File: config.mk
export PLATFORM = sky130hd
export DESIGN_NAME = vic_top
export DESIGN_NICKNAME = d
export VERILOG_FILES = /design/src/rtl/vic_pkg.sv /design/src/rtl/vic_regs.sv /design/src/rtl/vic_pending.sv /design/src/rtl/vic_arbiter.sv /design/src/rtl/vic_top.sv
export SDC_FILE = /design/constraint.sdc
export NUM_CORES = 2
export LEC_CHECK = 0
export ABC_AREA = 1
export CAP_MARGIN = 20
export CORE_ASPECT_RATIO = 0.6
export CORE_MARGIN = 2
export CORE_UTILIZATION = 40
export DETAILED_ROUTE_END_ITERATION = 6
export DONT_BUFFER_PORTS = 1
export HOLD_SLACK_MARGIN = 0.03
export PLACE_DENSITY = 0.52
export SYNTH_ARGS = -nofsm -noshare
export SYNTH_HDL_FRONTEND = slang
export SYNTH_HIERARCHICAL = 1
export SYNTH_SLANG_ARGS = --single-unit
File: constraint.sdc
create_clock -name clk -period 103.8 [get_ports clk]
set_input_delay 20.76 -clock clk [delete_from_list [all_inputs] [get_ports clk]]
set_output_delay 20.76 -clock clk [all_outputs]
set_load 0.01 [all_outputs]
File: src/rtl/vic_pkg.sv
package vic_pkg;

  localparam int REG_W         = 32;
  localparam int BANK_W        = 32;
  localparam int EDGE_BIT      = 8;
  localparam int BIND_SRC_LSB  = 16;
  localparam int CFG_BASE      = 'h100;
  localparam int CFG_STRIDE_SH = 3;

  localparam int OFS_SET_LO = 'h000;
  localparam int OFS_SET_HI = 'h004;
  localparam int OFS_CLR_LO = 'h008;
  localparam int OFS_CLR_HI = 'h00C;
  localparam int OFS_VECTOR = 'h010;
  localparam int OFS_EOI    = 'h014;
  localparam int OFS_GEN    = 'h018;
  localparam int OFS_SRST   = 'h01C;
  localparam int OFS_BIND   = 'h020;

  typedef enum logic [3:0] {
    SEL_NONE,
    SEL_SET_LO,
    SEL_SET_HI,
    SEL_CLR_LO,
    SEL_CLR_HI,
    SEL_VECTOR,
    SEL_EOI,
    SEL_GEN,
    SEL_SRST,
    SEL_BIND,
    SEL_CFG,
    SEL_BINDRD
  } reg_sel_e;

  // Candidate beats the current best only on a strictly higher level,
  // so a scan in index order keeps the lowest index on ties.
  function automatic logic outranks(input logic have_best,
                                    input int unsigned cand_lvl,
                                    input int unsigned best_lvl);
    return !have_best || (cand_lvl > best_lvl);
  endfunction

endpackage

File: src/rtl/vic_regs.sv
module vic_regs
  import vic_pkg::*;
#(
  parameter int NSRC   = 64,
  parameter int PRIO_W = 3,
  parameter int BIND_W = 4,
  parameter int ADDR_W = 12,
  parameter int IDX_W  = $clog2(NSRC),
  parameter int VEC_W  = IDX_W + 1
) (
  input  logic                          clk,
  input  logic                          rst_n,
  input  logic                          bus_en,
  input  logic                          bus_we,
  input  logic [ADDR_W-1:0]             bus_addr,
  input  logic [REG_W-1:0]              bus_wdata,
  input  logic [VEC_W-1:0]              vector,
  output logic [REG_W-1:0]              bus_rdata,
  output logic [NSRC-1:0]               en_mask,
  output logic [NSRC-1:0]               edge_mode,
  output logic [NSRC-1:0][PRIO_W-1:0]   prio,
  output logic [NSRC-1:0]               cfg_wr,
  output logic                          gen_en,
  output logic                          eoi_wr,
  output logic                          soft_rst_wr
);

  localparam logic [ADDR_W-1:0] CFG_LO = ADDR_W'(CFG_BASE);
  localparam logic [ADDR_W-1:0] CFG_HI = ADDR_W'(CFG_BASE + (NSRC << CFG_STRIDE_SH));

  logic                      wr;
  reg_sel_e                  sel;
  logic [IDX_W-1:0]          cfg_idx;
  logic [IDX_W-1:0]          bind_idx;
  logic [NSRC-1:0][BIND_W-1:0] bind_val;
  logic [BANK_W-1:0]         en_lo;
  logic [BANK_W-1:0]         en_hi;

  assign wr       = bus_en & bus_we;
  assign bind_idx = bus_wdata[BIND_SRC_LSB +: IDX_W];

  always_comb begin
    sel     = SEL_NONE;
    cfg_idx = IDX_W'((bus_addr - CFG_LO) >> CFG_STRIDE_SH);
    if (bus_addr >= CFG_LO && bus_addr < CFG_HI) begin
      sel = bus_addr[2] ? SEL_BINDRD : SEL_CFG;
    end else begin
      case (bus_addr)
        ADDR_W'(OFS_SET_LO): sel = SEL_SET_LO;
        ADDR_W'(OFS_SET_HI): sel = SEL_SET_HI;
        ADDR_W'(OFS_CLR_LO): sel = SEL_CLR_LO;
        ADDR_W'(OFS_CLR_HI): sel = SEL_CLR_HI;
        ADDR_W'(OFS_VECTOR): sel = SEL_VECTOR;
        ADDR_W'(OFS_EOI):    sel = SEL_EOI;
        ADDR_W'(OFS_GEN):    sel = SEL_GEN;
        ADDR_W'(OFS_SRST):   sel = SEL_SRST;
        ADDR_W'(OFS_BIND):   sel = SEL_BIND;
        default:             sel = SEL_NONE;
      endcase
    end
  end

  assign eoi_wr      = wr && (sel == SEL_EOI);
  assign soft_rst_wr = wr && (sel == SEL_SRST) && bus_wdata[0];

  for (genvar i = 0; i < NSRC; i++) begin : g_src
    localparam int BANK = i / BANK_W;
    localparam int BITP = i % BANK_W;
    localparam reg_sel_e SET_SEL = (BANK == 0) ? SEL_SET_LO : SEL_SET_HI;
    localparam reg_sel_e CLR_SEL = (BANK == 0) ? SEL_CLR_LO : SEL_CLR_HI;

    logic set_hit, clr_hit, bind_hit;
    assign set_hit   = wr && (sel == SET_SEL) && bus_wdata[BITP];
    assign clr_hit   = wr && (sel == CLR_SEL) && bus_wdata[BITP];
    assign cfg_wr[i] = wr && (sel == SEL_CFG) && (cfg_idx == IDX_W'(i));
    assign bind_hit  = wr && (sel == SEL_BIND) && (bind_idx == IDX_W'(i));

    always_ff @(posedge clk) begin
      if (!rst_n || soft_rst_wr) begin
        en_mask[i]   <= 1'b0;
        edge_mode[i] <= 1'b0;
        prio[i]      <= '0;
        bind_val[i]  <= '0;
      end else begin
        if (clr_hit)      en_mask[i] <= 1'b0;
        else if (set_hit) en_mask[i] <= 1'b1;
        if (cfg_wr[i]) begin
          edge_mode[i] <= bus_wdata[EDGE_BIT];
          prio[i]      <= bus_wdata[PRIO_W-1:0];
        end
        if (bind_hit) bind_val[i] <= bus_wdata[BIND_W-1:0];
      end
    end
  end

  always_ff @(posedge clk) begin
    if (!rst_n || soft_rst_wr)      gen_en <= 1'b0;
    else if (wr && sel == SEL_GEN)  gen_en <= bus_wdata[0];
  end

  always_comb begin
    en_lo = '0;
    en_hi = '0;
    for (int k = 0; k < NSRC; k++) begin
      if (k < BANK_W) en_lo[k % BANK_W] = en_mask[k];
      else            en_hi[k % BANK_W] = en_mask[k];
    end
  end

  always_comb begin
    bus_rdata = '0;
    case (sel)
      SEL_SET_LO, SEL_CLR_LO: bus_rdata = en_lo;
      SEL_SET_HI, SEL_CLR_HI: bus_rdata = en_hi;
      SEL_VECTOR:             bus_rdata = REG_W'(vector);
      SEL_GEN:                bus_rdata[0] = gen_en;
      SEL_CFG: begin
        bus_rdata[EDGE_BIT]     = edge_mode[cfg_idx];
        bus_rdata[PRIO_W-1:0]   = prio[cfg_idx];
      end
      SEL_BINDRD:             bus_rdata[BIND_W-1:0] = bind_val[cfg_idx];
      default:                bus_rdata = '0;
    endcase
  end

endmodule

File: src/rtl/vic_pending.sv
module vic_pending #(
  parameter int NSRC = 64
) (
  input  logic            clk,
  input  logic            rst_n,
  input  logic [NSRC-1:0] src_in,
  input  logic [NSRC-1:0] edge_mode,
  input  logic [NSRC-1:0] cfg_wr,
  input  logic            soft_rst_wr,
  output logic [NSRC-1:0] pending,
  output logic [NSRC-1:0] rise
);

  logic [NSRC-1:0] src_q;
  logic [NSRC-1:0] latch_q;

  assign rise = src_in & ~src_q;

  always_ff @(posedge clk) begin
    if (!rst_n) src_q <= '0;
    else        src_q <= src_in;
  end

  for (genvar i = 0; i < NSRC; i++) begin : g_latch
    // A new edge in the same cycle as a config rewrite is kept.
    always_ff @(posedge clk) begin
      if (!rst_n || soft_rst_wr)        latch_q[i] <= 1'b0;
      else if (edge_mode[i] && rise[i]) latch_q[i] <= 1'b1;
      else if (cfg_wr[i])               latch_q[i] <= 1'b0;
    end
    assign pending[i] = edge_mode[i] ? latch_q[i] : src_in[i];
  end

endmodule

File: src/rtl/vic_arbiter.sv
module vic_arbiter
  import vic_pkg::*;
#(
  parameter int NSRC   = 64,
  parameter int PRIO_W = 3,
  parameter int IDX_W  = $clog2(NSRC)
) (
  input  logic [NSRC-1:0]             cand,
  input  logic [NSRC-1:0][PRIO_W-1:0] prio,
  output logic                        sel_valid,
  output logic [IDX_W-1:0]            sel_idx
);

  logic [PRIO_W-1:0] best_lvl;

  always_comb begin
    sel_valid = 1'b0;
    sel_idx   = '0;
    best_lvl  = '0;
    for (int i = 0; i < NSRC; i++) begin
      if (cand[i] && outranks(sel_valid, int'(prio[i]), int'(best_lvl))) begin
        sel_valid = 1'b1;
        sel_idx   = IDX_W'(i);
        best_lvl  = prio[i];
      end
    end
  end

endmodule

File: src/rtl/vic_top.sv
module vic_top
  import vic_pkg::*;
#(
  parameter int NSRC   = 64,
  parameter int PRIO_W = 3,
  parameter int BIND_W = 4,
  parameter int ADDR_W = 12
) (
  input  logic              clk,
  input  logic              rst_n,
  input  logic              bus_en,
  input  logic              bus_we,
  input  logic [ADDR_W-1:0] bus_addr,
  input  logic [31:0]       bus_wdata,
  output logic [31:0]       bus_rdata,
  input  logic [NSRC-1:0]   src_in,
  output logic              irq
);

  localparam int IDX_W = $clog2(NSRC);
  localparam int VEC_W = IDX_W + 1;

  logic [NSRC-1:0]             en_mask;
  logic [NSRC-1:0]             edge_mode;
  logic [NSRC-1:0][PRIO_W-1:0] prio;
  logic [NSRC-1:0]             cfg_wr;
  logic [NSRC-1:0]             pending;
  logic [NSRC-1:0]             rise;
  logic [NSRC-1:0]             cand;
  logic                        gen_en;
  logic                        eoi_wr;
  logic                        soft_rst_wr;
  logic                        sel_valid;
  logic [IDX_W-1:0]            sel_idx;
  logic [VEC_W-1:0]            vector;
  logic                        irq_q;

  vic_regs #(
    .NSRC(NSRC), .PRIO_W(PRIO_W), .BIND_W(BIND_W), .ADDR_W(ADDR_W),
    .IDX_W(IDX_W), .VEC_W(VEC_W)
  ) u_regs (
    .clk(clk), .rst_n(rst_n),
    .bus_en(bus_en), .bus_we(bus_we), .bus_addr(bus_addr), .bus_wdata(bus_wdata),
    .vector(vector), .bus_rdata(bus_rdata),
    .en_mask(en_mask), .edge_mode(edge_mode), .prio(prio), .cfg_wr(cfg_wr),
    .gen_en(gen_en), .eoi_wr(eoi_wr), .soft_rst_wr(soft_rst_wr)
  );

  vic_pending #(.NSRC(NSRC)) u_pend (
    .clk(clk), .rst_n(rst_n), .src_in(src_in), .edge_mode(edge_mode),
    .cfg_wr(cfg_wr), .soft_rst_wr(soft_rst_wr), .pending(pending), .rise(rise)
  );

  assign cand = pending & en_mask;

  vic_arbiter #(.NSRC(NSRC), .PRIO_W(PRIO_W), .IDX_W(IDX_W)) u_arb (
    .cand(cand), .prio(prio), .sel_valid(sel_valid), .sel_idx(sel_idx)
  );

  assign vector = sel_valid ? {1'b0, sel_idx} : VEC_W'(NSRC);

  always_ff @(posedge clk) begin
    if (!rst_n) irq_q <= 1'b0;
    else        irq_q <= gen_en && sel_valid && !eoi_wr && !soft_rst_wr;
  end

  assign irq = irq_q;

endmodule

==> impl_metrics.json <==
{
  "status": "finished, violations left",
  "violations": "negative setup slack",
  "skew_ps": 22.5,
  "start_kind": "input pin",
  "ios": 145,
  "power_density_mw_per_mm2": 11.7,
  "ctsHoldBuffers": 0,
  "cp_common_cell": "nand2_2",
  "syn_area_per_cell_um2": 6.49,
  "wl_per_cell_um": 20.6,
  "start_util": 0.403,
  "cpPeakStageDelay_ps": 320,
  "root_buffer": "clkbuf_16",
  "multi_input_area_mm2": 0.0252,
  "drv_slew": 0,
  "timing.hold.ws_ps": 459,
  "grtUsageTotal": 0.303,
  "maxCapViolCount": 0,
  "fin_cells": 8324,
  "tightest_slew_ps": 1290,
  "antenna_found_initial": 7,
  "fin_tns_setup_ps": -2780,
  "insertion_delay_ps": 690,
  "ff_latch_area_mm2": 0.0141,
  "syn_area_mm2": 0.0424,
  "hold_path.class": "flip-flop to flip-flop",
  "fp.dieArea_mm2": 0.109,
  "reg2reg_to": "irq$_SDFF_PN0_",
  "critPathMaxFanout": 7,
  "finalSetupViolations": 6,
  "worstPathRequired_ps": 83040,
  "overflow": 0,
  "max_freq_mhz": 9.59,
  "die_w_um": 424,
  "reg2reg_slack_ps": 91820,
  "clockBufferDepth": 3,
  "first_global_vias": 39300,
  "floorplan.die.height_um": 256,
  "hold_viol": 0,
  "grt_max_degree": 192,
  "critPathArrivalTime_ps": 83530,
  "cts_tree": "done",
  "htreeDepth": 3,
  "numCtsBuffers": 75,
  "final_util": 0.486,
  "rows": 92,
  "gp_congestion": 0.926,
  "r2r_cells": 104,
  "cp-end-kind": "output pin",
  "syn-num-nets": 6775,
  "fin_crit_ps": 104290,
  "clkSinkCount": 706,
  "layout-drive-gt1-share": 0.197,
  "maxSlewHeadroom": 0.135,
  "r2r-start": "u_regs/edge_mode[0]$_SDFFE_PP0P_",
  "syn-instance-count": 6530,
  "portBuffers": 0,
  "routed_wl_mm": 172,
  "drt_iter0_markers": 4424,
  "drt_pass1_iterations": 6,
  "post-route-drc-count": 0,
  "rsz0062_at_grt": "yes",
  "fillers": 10800,
  "hpwlAfterDp_mm": 116,
  "antenna_left": 0,
  "nets": 7103,
  "fin_crit_sh": 1.00,
  "placed_cells": 7988,
  "startpoint": "src_in[0]",
  "viasPerCell": 5.26,
  "grt_pass1_wl_mm": 252,
  "slowest_stage": "ha_1",
  "ir_worst_vdd_mv": 0.0116,
  "core_area_mm2": 0.105,
  "areaGrowthSynthToFinish_pct": 20.3,
  "clk_pin_slew_worst_paths_ps": 60,
  "worst-setup-path-type": "input pin to output pin",
  "fin_ws_ps": -492,
  "p_leak_nw": 24.4,
  "routed-via-count": 43800,
  "crit_end": "bus_rdata[5]",
  "ys.warnings.count": 6
}
## placed cells by master, fill, tap and decap left out, types with 100 or more instances in the layout
cell and count:
nand3_1 163, ha_1 102, inv_1 788, nand2_4 102, dfxtp_1 706, inv_2 125, nor2_1 662, a21oi_1 553
nand2_1 1853, o21ai_2 100, nand2_2 169, o21bai_1 144, buf_4 487, a211oi_1 107, o21ai_0 160
## per-layer routing
metal	GRT usage	up-vias	wire length, um
li1	-	21400	-
met1	0.463	20400	82900
met2	0.428	1645	68900
met3	0.0645	225	15700
met4	0.0705	6	4220
met5	0	-	34
## metrics by stage
| step | setup WS [ps] | power (mW) | cell area [um2] |
|---|---|---|---|
| 2_1_floorplan | 49.4 | 0.305 | 42400 |
| 3_3_place_gp | -4030 | 0.315 | 45200 |
| 3_5_place_dp | -6950 | 0.315 | 45200 |
| 4_1_cts | -120 | 0.601 | 49500 |
| 5_1_grt | -5700 | 0.614 | 51000 |
| 6_report | -492 | 0.598 | 51000 |
## sequential cells by signal, indices dropped and copies added (netlist names)
signal / count
irq: 1
u_pend/latch_q: 64
u_pend/src_q: 64
u_regs/bind_val: 256
u_regs/edge_mode: 64
u_regs/en_mask: 64
u_regs/gen_en: 1
u_regs/prio: 192
## what timing repair did
action	CTS	global route
endpoints found under the setup margin	6	6
pin swaps	251	322
buffers inserted	122	79
gates resized for setup	377	193
## report_power, final
group / total [mW] / internal (mW) / switching [mW]
logic: 0.0379 / 0.00856 / 0.0293
clock network: 0.287 / 0.163 / 0.125
registers: 0.273 / 0.272 / 0.000391
total: 0.598 / 0.443 / 0.155
## final cells by class
cell class              count  share of cell area
flip-flops and latches    706               0.277
diodes                      1           0.0000491
repair buffers            499              0.0749
multi-input cells        4645               0.495
clock inverters            27             0.00643
well taps                1410              0.0346
clock buffers             105              0.0430
inverters                 931              0.0689
## critical path: cells and delay by family
| kind | cells | cell delay [ps] |
|---|---|---|
| and+or+nand+nor | 288 | 23680 |
| AOI/OAI and AO/OA | 160 | 15850 |
| adders and majority gates | 62 | 17410 |
| buffers and inverters | 93 | 5630 |
## worst min-delay path by stage
stage	startpoint	endpoint	slack, ps	cells past startpoint
4_1_cts	u_regs/bind_val[151]$_SDFFE_PP0P_	u_regs/bind_val[151]$_SDFFE_PP0P_	460	2
6_report	u_regs/bind_val[35]$_SDFFE_PP0P_	u_regs/bind_val[35]$_SDFFE_PP0P_	460	2
2_1_floorplan	u_regs/bind_val[105]$_SDFFE_PP0P_	u_regs/bind_val[105]$_SDFFE_PP0P_	440	2
3_3_place_gp	u_regs/bind_val[22]$_SDFFE_PP0P_	u_regs/bind_val[22]$_SDFFE_PP0P_	450	2
5_1_grt	u_regs/bind_val[87]$_SDFFE_PP0P_	u_regs/bind_val[87]$_SDFFE_PP0P_	470	2
3_5_place_dp	u_regs/bind_val[151]$_SDFFE_PP0P_	u_regs/bind_val[151]$_SDFFE_PP0P_	450	2
Power figures use the tool's default switching activity.
